### src/rtl/halfstep_pkg.sv
package halfstep_pkg;
  localparam int CODE_W    = 6;
  localparam int CODE_MIN  = 3;
  localparam int HALF_TOP  = 16;
  localparam int CODE_MAX  = 32;
  localparam int FALLBACK  = 4;
  localparam int CNT_W     = $clog2(CODE_MAX + 1);

  typedef logic [CNT_W-1:0] cnt_t;

  function automatic cnt_t legal_period(input logic [CODE_W-1:0] code);
    logic ok;
    ok = ((int'(code) >= CODE_MIN) && (int'(code) <= HALF_TOP)) ||
         ((int'(code) > HALF_TOP) && (int'(code) <= CODE_MAX) && !code[0]);
    return ok ? cnt_t'(code) : cnt_t'(FALLBACK);
  endfunction
endpackage

### src/rtl/halfstep_rst_sync.sv
module halfstep_rst_sync (
  input  logic clk_i,
  input  logic rst_n,
  output logic rst_sync_n
);
  logic [1:0] sync_q;
  logic [1:0] sync_d;

  always_comb sync_d = {sync_q[0], 1'b1};

  always_ff @(posedge clk_i or negedge rst_n) begin
    if (!rst_n) sync_q <= 2'b00;
    else        sync_q <= sync_d;
  end

  assign rst_sync_n = sync_q[1];
endmodule

### src/rtl/halfstep_tick.sv
module halfstep_tick #(
  parameter bit PRE_HALVE = 1'b0
) (
  input  logic clk_i,
  input  logic rst_n,
  output logic tick_en_o
);
  localparam logic HALVE_BIT = PRE_HALVE;

  logic ph_q;
  logic ph_d;

  always_comb ph_d = ~ph_q;

  always_ff @(posedge clk_i or negedge rst_n) begin
    if (!rst_n) ph_q <= 1'b0;
    else        ph_q <= ph_d;
  end

  assign tick_en_o = ~(ph_q & HALVE_BIT);
endmodule

### src/rtl/halfstep_core.sv
module halfstep_core
  import halfstep_pkg::*;
(
  input  logic              clk_i,
  input  logic              rst_n,
  input  logic              tick_en_i,
  input  logic [CODE_W-1:0] ratio_i,
  input  logic              hf_mode_i,
  output logic              q_pos_o,
  output logic              xhalf_o
);
  cnt_t cnt_q, cnt_d;
  cnt_t per_q, per_d;
  logic first_q, first_d;
  logic q_q, q_d;
  logic xh_q, xh_d;
  cnt_t per_sel;
  cnt_t cnt_inc;
  logic wrap;

  always_comb begin
    per_sel = legal_period(ratio_i);
    cnt_inc = cnt_q + cnt_t'(1);
    wrap    = first_q || (cnt_q == per_q - cnt_t'(1));
    cnt_d   = cnt_q;
    per_d   = per_q;
    first_d = first_q;
    q_d     = q_q;
    xh_d    = xh_q;
    if (tick_en_i) begin
      first_d = 1'b0;
      if (wrap) begin
        cnt_d = '0;
        per_d = per_sel;
        xh_d  = per_sel[0] & ~hf_mode_i;
        q_d   = 1'b1;
      end else begin
        cnt_d = cnt_inc;
        q_d   = cnt_inc < (per_q >> 1);
      end
    end
  end

  always_ff @(posedge clk_i or negedge rst_n) begin
    if (!rst_n) begin
      cnt_q   <= '0;
      per_q   <= cnt_t'(FALLBACK);
      first_q <= 1'b1;
      q_q     <= 1'b0;
      xh_q    <= 1'b0;
    end else begin
      cnt_q   <= cnt_d;
      per_q   <= per_d;
      first_q <= first_d;
      q_q     <= q_d;
      xh_q    <= xh_d;
    end
  end

  assign q_pos_o = q_q;
  assign xhalf_o = xh_q;

  assert_period_legal_R6: assert property (@(posedge clk_i) disable iff (!rst_n)
    !first_q |-> ((per_q >= cnt_t'(CODE_MIN)) && (per_q <= cnt_t'(CODE_MAX)) &&
                  ((per_q <= cnt_t'(HALF_TOP)) || !per_q[0])));

  assert_cnt_in_range_R2: assert property (@(posedge clk_i) disable iff (!rst_n)
    !first_q |-> (cnt_q < per_q));

  assert_rise_at_start_R2: assert property (@(posedge clk_i) disable iff (!rst_n)
    $rose(q_q) |-> (cnt_q == '0));

  assert_fall_at_half_R3: assert property (@(posedge clk_i) disable iff (!rst_n)
    $fell(q_q) |-> (cnt_q == (per_q >> 1)));

  assert_hold_setting_R7: assert property (@(posedge clk_i) disable iff (!rst_n)
    (!first_q && (cnt_q != per_q - cnt_t'(1))) |=> ($stable(per_q) && $stable(xh_q)));
endmodule

### src/rtl/halfstep_ext.sv
module halfstep_ext #(
  parameter bit PRE_HALVE = 1'b0
) (
  input  logic clk_i,
  input  logic rst_n,
  input  logic q_pos_i,
  input  logic xhalf_i,
  output logic q_ext_o
);
  logic ext_d;
  logic ext_q;

  always_comb ext_d = q_pos_i & xhalf_i;

  generate
    if (PRE_HALVE) begin : g_full_cycle
      always_ff @(posedge clk_i or negedge rst_n) begin
        if (!rst_n) ext_q <= 1'b0;
        else        ext_q <= ext_d;
      end

      assert_ext_follows_R9: assert property (@(posedge clk_i) disable iff (!rst_n)
        ext_q |-> $past(q_pos_i));
    end else begin : g_half_cycle
      always_ff @(negedge clk_i or negedge rst_n) begin
        if (!rst_n) ext_q <= 1'b0;
        else        ext_q <= ext_d;
      end

      assert_ext_follows_R4: assert property (@(posedge clk_i) disable iff (!rst_n)
        ext_q |-> q_pos_i);
    end
  endgenerate

  assert_ext_only_odd_low_R5: assert property (@(posedge clk_i) disable iff (!rst_n)
    ext_q |-> xhalf_i);

  assign q_ext_o = ext_q;
endmodule

### src/rtl/halfstep_clkdiv.sv
module halfstep_clkdiv
  import halfstep_pkg::*;
#(
  parameter bit PRE_HALVE = 1'b0
) (
  input  logic              clk_i,
  input  logic              rst_n,
  input  logic [CODE_W-1:0] ratio_i,
  input  logic              hf_mode_i,
  output logic              clk_div_o
);
  logic rst_sync_n;
  logic tick_en;
  logic q_pos;
  logic xhalf;
  logic q_ext;

  halfstep_rst_sync u_rst (
    .clk_i      (clk_i),
    .rst_n      (rst_n),
    .rst_sync_n (rst_sync_n)
  );

  halfstep_tick #(.PRE_HALVE(PRE_HALVE)) u_tick (
    .clk_i     (clk_i),
    .rst_n     (rst_sync_n),
    .tick_en_o (tick_en)
  );

  halfstep_core u_core (
    .clk_i     (clk_i),
    .rst_n     (rst_sync_n),
    .tick_en_i (tick_en),
    .ratio_i   (ratio_i),
    .hf_mode_i (hf_mode_i),
    .q_pos_o   (q_pos),
    .xhalf_o   (xhalf)
  );

  halfstep_ext #(.PRE_HALVE(PRE_HALVE)) u_ext (
    .clk_i   (clk_i),
    .rst_n   (rst_sync_n),
    .q_pos_i (q_pos),
    .xhalf_i (xhalf),
    .q_ext_o (q_ext)
  );

  assign clk_div_o = q_pos | q_ext;

  assert_low_in_reset_R1: assert property (@(posedge clk_i)
    !rst_sync_n |-> !clk_div_o);
endmodule

### config.mk
export PLATFORM = sky130hd
export DESIGN_NAME = halfstep_clkdiv
export DESIGN_NICKNAME = d
export VERILOG_FILES = /design/src/rtl/halfstep_pkg.sv /design/src/rtl/halfstep_rst_sync.sv /design/src/rtl/halfstep_tick.sv /design/src/rtl/halfstep_core.sv /design/src/rtl/halfstep_ext.sv /design/src/rtl/halfstep_clkdiv.sv
export SDC_FILE = /design/constraint.sdc
export NUM_CORES = 1
export LEC_CHECK = 0
export BUFFER_PORTS_ARGS = -buffer_cell sky130_fd_sc_hd__buf_2
export CAP_MARGIN = 20
export CELL_PAD_IN_SITES_DETAIL_PLACEMENT = 0
export CELL_PAD_IN_SITES_GLOBAL_PLACEMENT = 1
export CORE_UTILIZATION = 43
export CTS_BUF_LIST = sky130_fd_sc_hd__clkbuf_2 sky130_fd_sc_hd__clkbuf_4 sky130_fd_sc_hd__clkbuf_8
export DETAILED_ROUTE_END_ITERATION = 8
export GPL_ROUTABILITY_DRIVEN = 0
export PLACE_DENSITY_LB_ADDON = 0.1
export SLEW_MARGIN = 20
export SYNTH_ARGS = -nofsm -noshare
export SYNTH_HDL_FRONTEND = slang
export SYNTH_SLANG_ARGS = --single-unit
### constraint.sdc
create_clock -name clk_i -period 0.8 [get_ports clk_i]
set_input_delay 0.08 -clock clk_i [delete_from_list [all_inputs] [get_ports clk_i]]
set_output_delay 0.08 -clock clk_i [all_outputs]
set_load 0.05 [all_outputs]
==> impl_metrics.csv, run 1 <==
group,metric,value,unit
synth,synth.area.top_cells,"dfrtp_1 37%, ha_1 7.5%, xnor2_1 6.1%",
run,maxCapViolations,0,
global_routing,grt_max_degree,11,
drt,wl_per_cell,13.6,um
final_layout,n_fill_cell,189,
timing,fin_worst_skew,0.00558,ns
timing,finalWorstSetupSlack,-1.02,ns
worst_setup_path,cp-end-kind,"flip-flop",
synth,synthesis.nets,109,
pwr,power.density,1690,nW/um^2
synth,syn-cell-area,1010,sq um
worst_setup_path,cpMaxStageDelayCell,"dfrtp_1",
worst_setup_path,path_class,"reg2reg",
timing,finalMaxSlewViolations,0,
status,violations,"negative setup slack",
worst_setup_path,worstPathArrival,2.00,ns
cts,clock_sinks,18,
worst_setup_path,crit_chain,"buf_6 -> nor3_4 -> nand3_2 -> xnor2_2 -> a41oi_2 -> buf_6 -> mux2_4",
drt,drc,0,
drt,drtIter0Drc,7,
global_routing,antenna_found_initial,0,
timing,tns,-14.33,ns
global_routing,gr-usage-all-layers,19.6,%
cts,clk_latency,0.29,ns
hold_path,hold_class,"in2async",
floorplanning,die_w,50.4,um
final_layout,multi_input_area,597,sq um
drt,via_count,828,
synth,ys_async_sr_fraction,100,%
synth,synthCells,94,
timing,hold_violations,0,
global_routing,grt-ovfl-total,0,
worst_setup_path,slowest_delay,0.43,ns
global_routing,grt_pass1_vias,834,
pwr,totalPowerFinal,2.52,mW
timing,fmax,549,MHz
drt,antenna_left,0,
floorplanning,core_area,2210,sq um
synth,avgSynthCellArea,10.7,sq um
final_layout,most-common-layout-cells,"31 x buf_4, 14 x dfrtp_1, 8 x buf_2",
drt,firstDrtPassIters,4,
floorplanning,io_pins,10,
final_layout,fin_cells,170,
place,hpwl,1700,um
synth,synth_area_leader_cell,"dfrtp_1",
worst_setup_path,ff2ff_path_depth,7,
cts,cts_buffers,3,
final_layout,finalNetCount,158,
synth,synth_edf_count,0,
status,status,"complete, but fails checks",
timing,rsz0062_at_grt,"yes",
synth,synth_top_cell_area_share,37.3,%
global_routing,grt_first_pass_wirelength,3620,um
final_layout,area_delta_synth_final,48.3,%
drt,routed_wl,2310,um
synth,ys_ff_latch,18,
floorplanning,start_util,45.5,%
place,dp.cells,161,
final_layout,drive_above_1_share,48.6,%
synth,synth-warning-count,0,
timing,final.period_utilization,228,%
final_layout,stdcell_area,1490,sq um
final_layout,layout_commonest_cell,"buf_4",
cts,cts.clk_slew.worst_paths,0.11,ns
place,portBuffers,9,
worst_setup_path,reg2reg_slack,-1.02,ns
final_layout,antenna_cells,0,
pwr,max-vdd-ir-drop,0.00108,V
cts,cts_tree,"yes",
pwr,leakage,0.730,nW
floorplanning,die_h,50.4,um
final_layout,seqCellArea,454,sq um
synth,seq_area_frac_synth,45.0,%
synth,synth_ff_type,"dfrtp_1",
floorplanning,num_rows,17,
worst_setup_path,critPathMostFrequentCell,"buf_6",
floorplanning,dieArea,2540,sq um
cts,cts_buffer_depth,2,
cts,cts_root_buffer,"clkbuf_4",
place,postPlaceCellArea,1310,sq um
worst_setup_path,crit_fanout,7,
timing,fin_crit,1.82,ns
worst_setup_path,critPathRequiredTime,0.98,ns
drt,viasPerCell,4.87,
synth,yosysUniqueCellTypes,32,
cts,htree_levels,1,
timing,final-setup-viol-count,16,
worst_setup_path,critPathLaunchType,"flip-flop",
## final cells by class
| type | instances | area share (%) |
|---|---|---|
| multi-input combinational | 67 | 40.0 |
| sequential | 18 | 30.5 |
| timing repair buffer | 45 | 22.7 |
| clock buffer | 4 | 2.43 |
| tap | 28 | 2.35 |
| inverter | 8 | 2.01 |
## synth_stat cells (2+ instances only)
cell type / instances
and2_1: 6
xnor2_1: 7
xor2_1: 5
nor2_1: 3
dfrtp_1: 15
mux2i_1: 4
ha_1: 6
nor2b_1: 2
nand3_1: 6
dfstp_2: 2
conb_1: 2
nor3_1: 2
o21ai_0: 2
inv_1: 8
a21oi_1: 4
mux2_2: 3
nand2_1: 2
## power by group
group          internal [mW]  leakage, nW  switching (mW)  total, mW
combinational          0.484        0.480           0.404      0.888
clock                  0.277       0.0210           0.282      0.559
sequential             0.994        0.229          0.0784       1.07
total                   1.75        0.730           0.765       2.52
## cell families (layout without fill, tap and decap cells)
kind of cell / Yosys count / after routing / share of synthesized area (%)
flops: 18 / 18 / 45.0
simple gates: 27 / 27 / 15.4
compound gates: 13 / 13 / 9.45
xor+xnor: 12 / 12 / 10.4
buf+inv: 9 / 57 / 4.10
other cells: 2 / 2 / 0.747
fa+ha+maj: 6 / 6 / 7.46
mux: 7 / 7 / 7.34
## metal layers
layer  up-vias  part of all wire, %  track usage [%]
met3         2                  1.7             3.64
met4         0                 0.74             6.94
met5         -                    0                0
met2        11                   54             35.6
li1        418                    -                -
met1       397                   43             22.6
## stage by stage
stage               utilization (%)  setup WS, ns  hold slack, ns
floorplan                         -        -0.849          -0.216
finish                         67.4         -1.02          0.0892
CTS                            64.7        -0.923          0.0786
global route                   67.4         -1.06          0.0782
detailed placement             59.3        -0.979          -0.134
global placement               59.3        -0.991          -0.135
## worst max-delay path, delay by kind of cell (launching register included)
family	cells	cell delay [ns]
xor+xnor	1	0.15
mux	1	0.30
flops	1	0.43
buf+inv	2	0.31
compound gates	1	0.15
simple gates	2	0.37
## state kept, by name (all words and copies together) (netlist names)
| register | count |
|---|---|
| u_core.xhalf_o | 1 |
| u_core.q_pos_o | 1 |
| u_ext.q_ext_o | 1 |
| u_rst.sync_q | 2 |
| u_core.first_q | 1 |
| u_core.cnt_q | 6 |
| u_core.per_q | 6 |
## repair_timing
action	4_1_cts	5_1_grt
endpoints found under the hold margin	2	0
gates resized for setup	18	7
setup endpoints to repair	16	16
hold buffers	1	0
gates cloned	0	0
pin swaps	7	2
buffers inserted	2	2
## final timing paths
| path | to | from |
|---|---|---|
| min | u_rst.sync_q[1]$_DFF_PN0_ | rst_n |
| max | u_core.per_q[0]$_DFFE_PN0P_ | u_core.per_q[0]$_DFFE_PN0P_ |
| min in group clk_i | u_core.per_q[4]$_DFFE_PN0P_ | ratio_i[5] |
| max in group asynchronous | u_ext.q_ext_o$_DFF_NN0_ | u_rst.sync_q[1]$_DFF_PN0_ |
| max reg2reg | u_core.per_q[0]$_DFFE_PN0P_ | u_core.per_q[0]$_DFFE_PN0P_ |
| min reg2reg | u_core.q_pos_o$_DFF_PN0_ | u_rst.sync_q[1]$_DFF_PN0_ |
Power figures use the tool's default switching activity.
==> inputs of run 2 (changes only) <==
--- a/config.mk
+++ b/config.mk
@@ -15,4 +15,5 @@
 export GPL_ROUTABILITY_DRIVEN = 0
 export PLACE_DENSITY_LB_ADDON = 0.1
+export RECOVER_POWER = 25
 export SLEW_MARGIN = 20
 export SYNTH_ARGS = -nofsm -noshare
==> constraint.sdc (replaced) <==
create_clock -name clk_i -period 0.8 [get_ports clk_i]
set_input_delay 0.08 -clock clk_i [delete_from_list [all_inputs] [get_ports clk_i]]
set_output_delay 0.08 -clock clk_i [all_outputs]
set_load 0.02 [all_outputs]
==> run 2 against run 1 <==
  * The run still ends with negative setup slack left
  * Clock power about the same
  * Clock-buffer cell count unchanged
  * Utilization decreased by 0.23 points
  * Critical path type unchanged
  * Critical endpoint unchanged
==> impl_metrics.csv, run 2 (synthesis gave the netlist of run 1 again) <==
group,metric,value,unit
status,status,"complete, but fails checks",
status,violations,"negative setup slack",
timing,hold_ws,0.0889,ns
pwr,leakage,0.724,nW
cts,cts_tree,"yes",
place,dp.cells,161,
timing,finalWorstSetupSlack,-1.02,ns
worst_setup_path,critPathLaunchType,"flip-flop",
worst_setup_path,reg2reg_slack,-1.02,ns
worst_setup_path,crit_chain,"buf_6 -> nor3_4 -> nand3_2 -> xnor2_2 -> a41oi_2 -> buf_6 -> mux2_4",
drt,viasPerCell,4.88,
worst_setup_path,r2r_start,"u_core.per_q[0]$_DFFE_PN0P_",
worst_setup_path,cp-endpoint,"u_core.per_q[0]$_DFFE_PN0P_",
final_layout,top_regs,"u_core.cnt_q x6, u_core.per_q x6, u_rst.sync_q x2",
floorplanning,die_h,50.4,um
worst_setup_path,path_delay_family,"flip-flops",
drt,firstDrtPassIters,4,
timing,hold_violations,0,
cts,clock_sinks,18,
final_layout,stdcell_area,1490,sq um
final_layout,layout_commonest_cell,"buf_4",
worst_setup_path,path_class,"reg2reg",
cts,clk_latency,0.29,ns
final_layout,most-common-layout-cells,"30 x buf_4, 14 x dfrtp_1, 7 x buf_2",
worst_setup_path,ff2ff_path_depth,7,
timing,final-setup-viol-count,16,
place,pre_cts_ws,-0.979,ns
run,maxCapViolations,0,
drt,via_count,829,
global_routing,grt_pass1_vias,834,
timing,tns,-14.31,ns
floorplanning,core_area,2210,sq um
floorplanning,io_pins,10,
worst_setup_path,crit_start,"u_core.per_q[0]$_DFFE_PN0P_",
final_layout,n_fill_cell,187,
timing,finalMaxSlewViolations,0,
cts,cts_buffer_depth,2,
global_routing,grt-ovfl-total,0,
pwr,max-vdd-ir-drop,0.00106,V
drt,drc,0,
final_layout,area_delta_synth_final,47.8,%
drt,drtIter0Drc,7,
floorplanning,dieArea,2540,sq um
final_layout,antenna_cells,0,
drt,wl_per_cell,13.6,um
timing,fmax,549,MHz
worst_setup_path,r2r-end,"u_core.per_q[0]$_DFFE_PN0P_",
global_routing,gr-usage-all-layers,19.6,%
drt,antenna_left,0,
timing,final.period_utilization,228,%
final_layout,post-route-util,67.2,%
cts,cts_buffers,3,
worst_setup_path,cpMaxStageDelayCell,"dfrtp_1",
floorplanning,start_util,45.5,%
worst_setup_path,critPathMostFrequentCell,"buf_6",
place,hpwl,1700,um
place,portBuffers,9,
worst_setup_path,critPathRequiredTime,0.98,ns
final_layout,fin_cells,170,
cts,cts_root_buffer,"clkbuf_4",
final_layout,drive_above_1_share,47.2,%
worst_setup_path,slowest_delay,0.43,ns
hold_path,hold_class,"in2async",
worst_setup_path,cp.buffers_inverters,2,
global_routing,grt_max_degree,11,
floorplanning,num_rows,17,
place,postPlaceCellArea,1310,sq um
pwr,totalPowerFinal,2.48,mW
timing,fin_worst_skew,0.00564,ns
worst_setup_path,cp-end-kind,"flip-flop",
final_layout,finalNetCount,158,
global_routing,grt_first_pass_wirelength,3620,um
timing,fin_crit,1.82,ns
floorplanning,die_w,50.4,um
drt,routed_wl,2310,um
global_routing,antenna_found_initial,0,
worst_setup_path,worstPathArrival,2.00,ns
cts,htree_levels,1,
pwr,power.density,1670,nW/um^2
worst_setup_path,crit_fanout,7,
cts,cts.clk_slew.worst_paths,0.11,ns
worst_setup_path,cp_num_cells,7,
timing,rsz0062_at_grt,"yes",
## run 2: per-layer routing
metal,vias to the layer above,GRT usage (%),routed length [um]
met5,-,0,0
met4,0,6.94,17
met3,2,3.64,39
met2,11,35.6,1250
met1,398,22.6,996
li1,418,-,-
## run 2: how the worst min path moves through the flow
stage / endpoint / slack [ns] / depth (start not counted)
final: u_rst.sync_q[0]$_DFF_PN0_ / 0.09 / 2
after global routing: u_rst.sync_q[1]$_DFF_PN0_ / 0.09 / 2
after CTS: u_rst.sync_q[1]$_DFF_PN0_ / 0.08 / 2
after detailed placement: u_rst.sync_q[0]$_DFF_PN0_ / -0.13 / 1
after global placement: u_rst.sync_q[0]$_DFF_PN0_ / -0.14 / 1
after floorplan: u_rst.sync_q[0]$_DFF_PN0_ / -0.22 / 0
## run 2: repair_timing
action / 4_1_cts / 5_1_grt
pin swaps: 7 / 2
gates resized for setup: 18 / 7
endpoints found under the hold margin: 2 / 0
hold buffers: 1 / 0
buffers inserted: 2 / 2
setup endpoints to repair: 16 / 16
## run 2: cell type report
class                   instances  area, sq um  share of cell area (%)
flip-flops and latches         18          454                    30.6
inverters                       8         30.0                    2.02
clock buffers                   4         36.3                    2.44
multi-input cells              67          597                    40.2
repair buffers                 45          334                    22.5
well taps                      28         35.0                    2.36
## run 2: worst register-to-register path, cell delays in order, from the launching register on
cell	delay, ns
dfrtp_1	0.43
buf_6	0.14
nor3_4	0.22
nand3_2	0.15
xnor2_2	0.15
a41oi_2	0.16
buf_6	0.17
mux2_4	0.30
## run 2: power breakdown
part           internal, mW  switching [mW]  leakage (nW)
Combinational         0.480           0.370         0.474
Sequential            0.994          0.0783         0.229
Clock                 0.277           0.282        0.0210
Total                  1.75           0.731         0.724
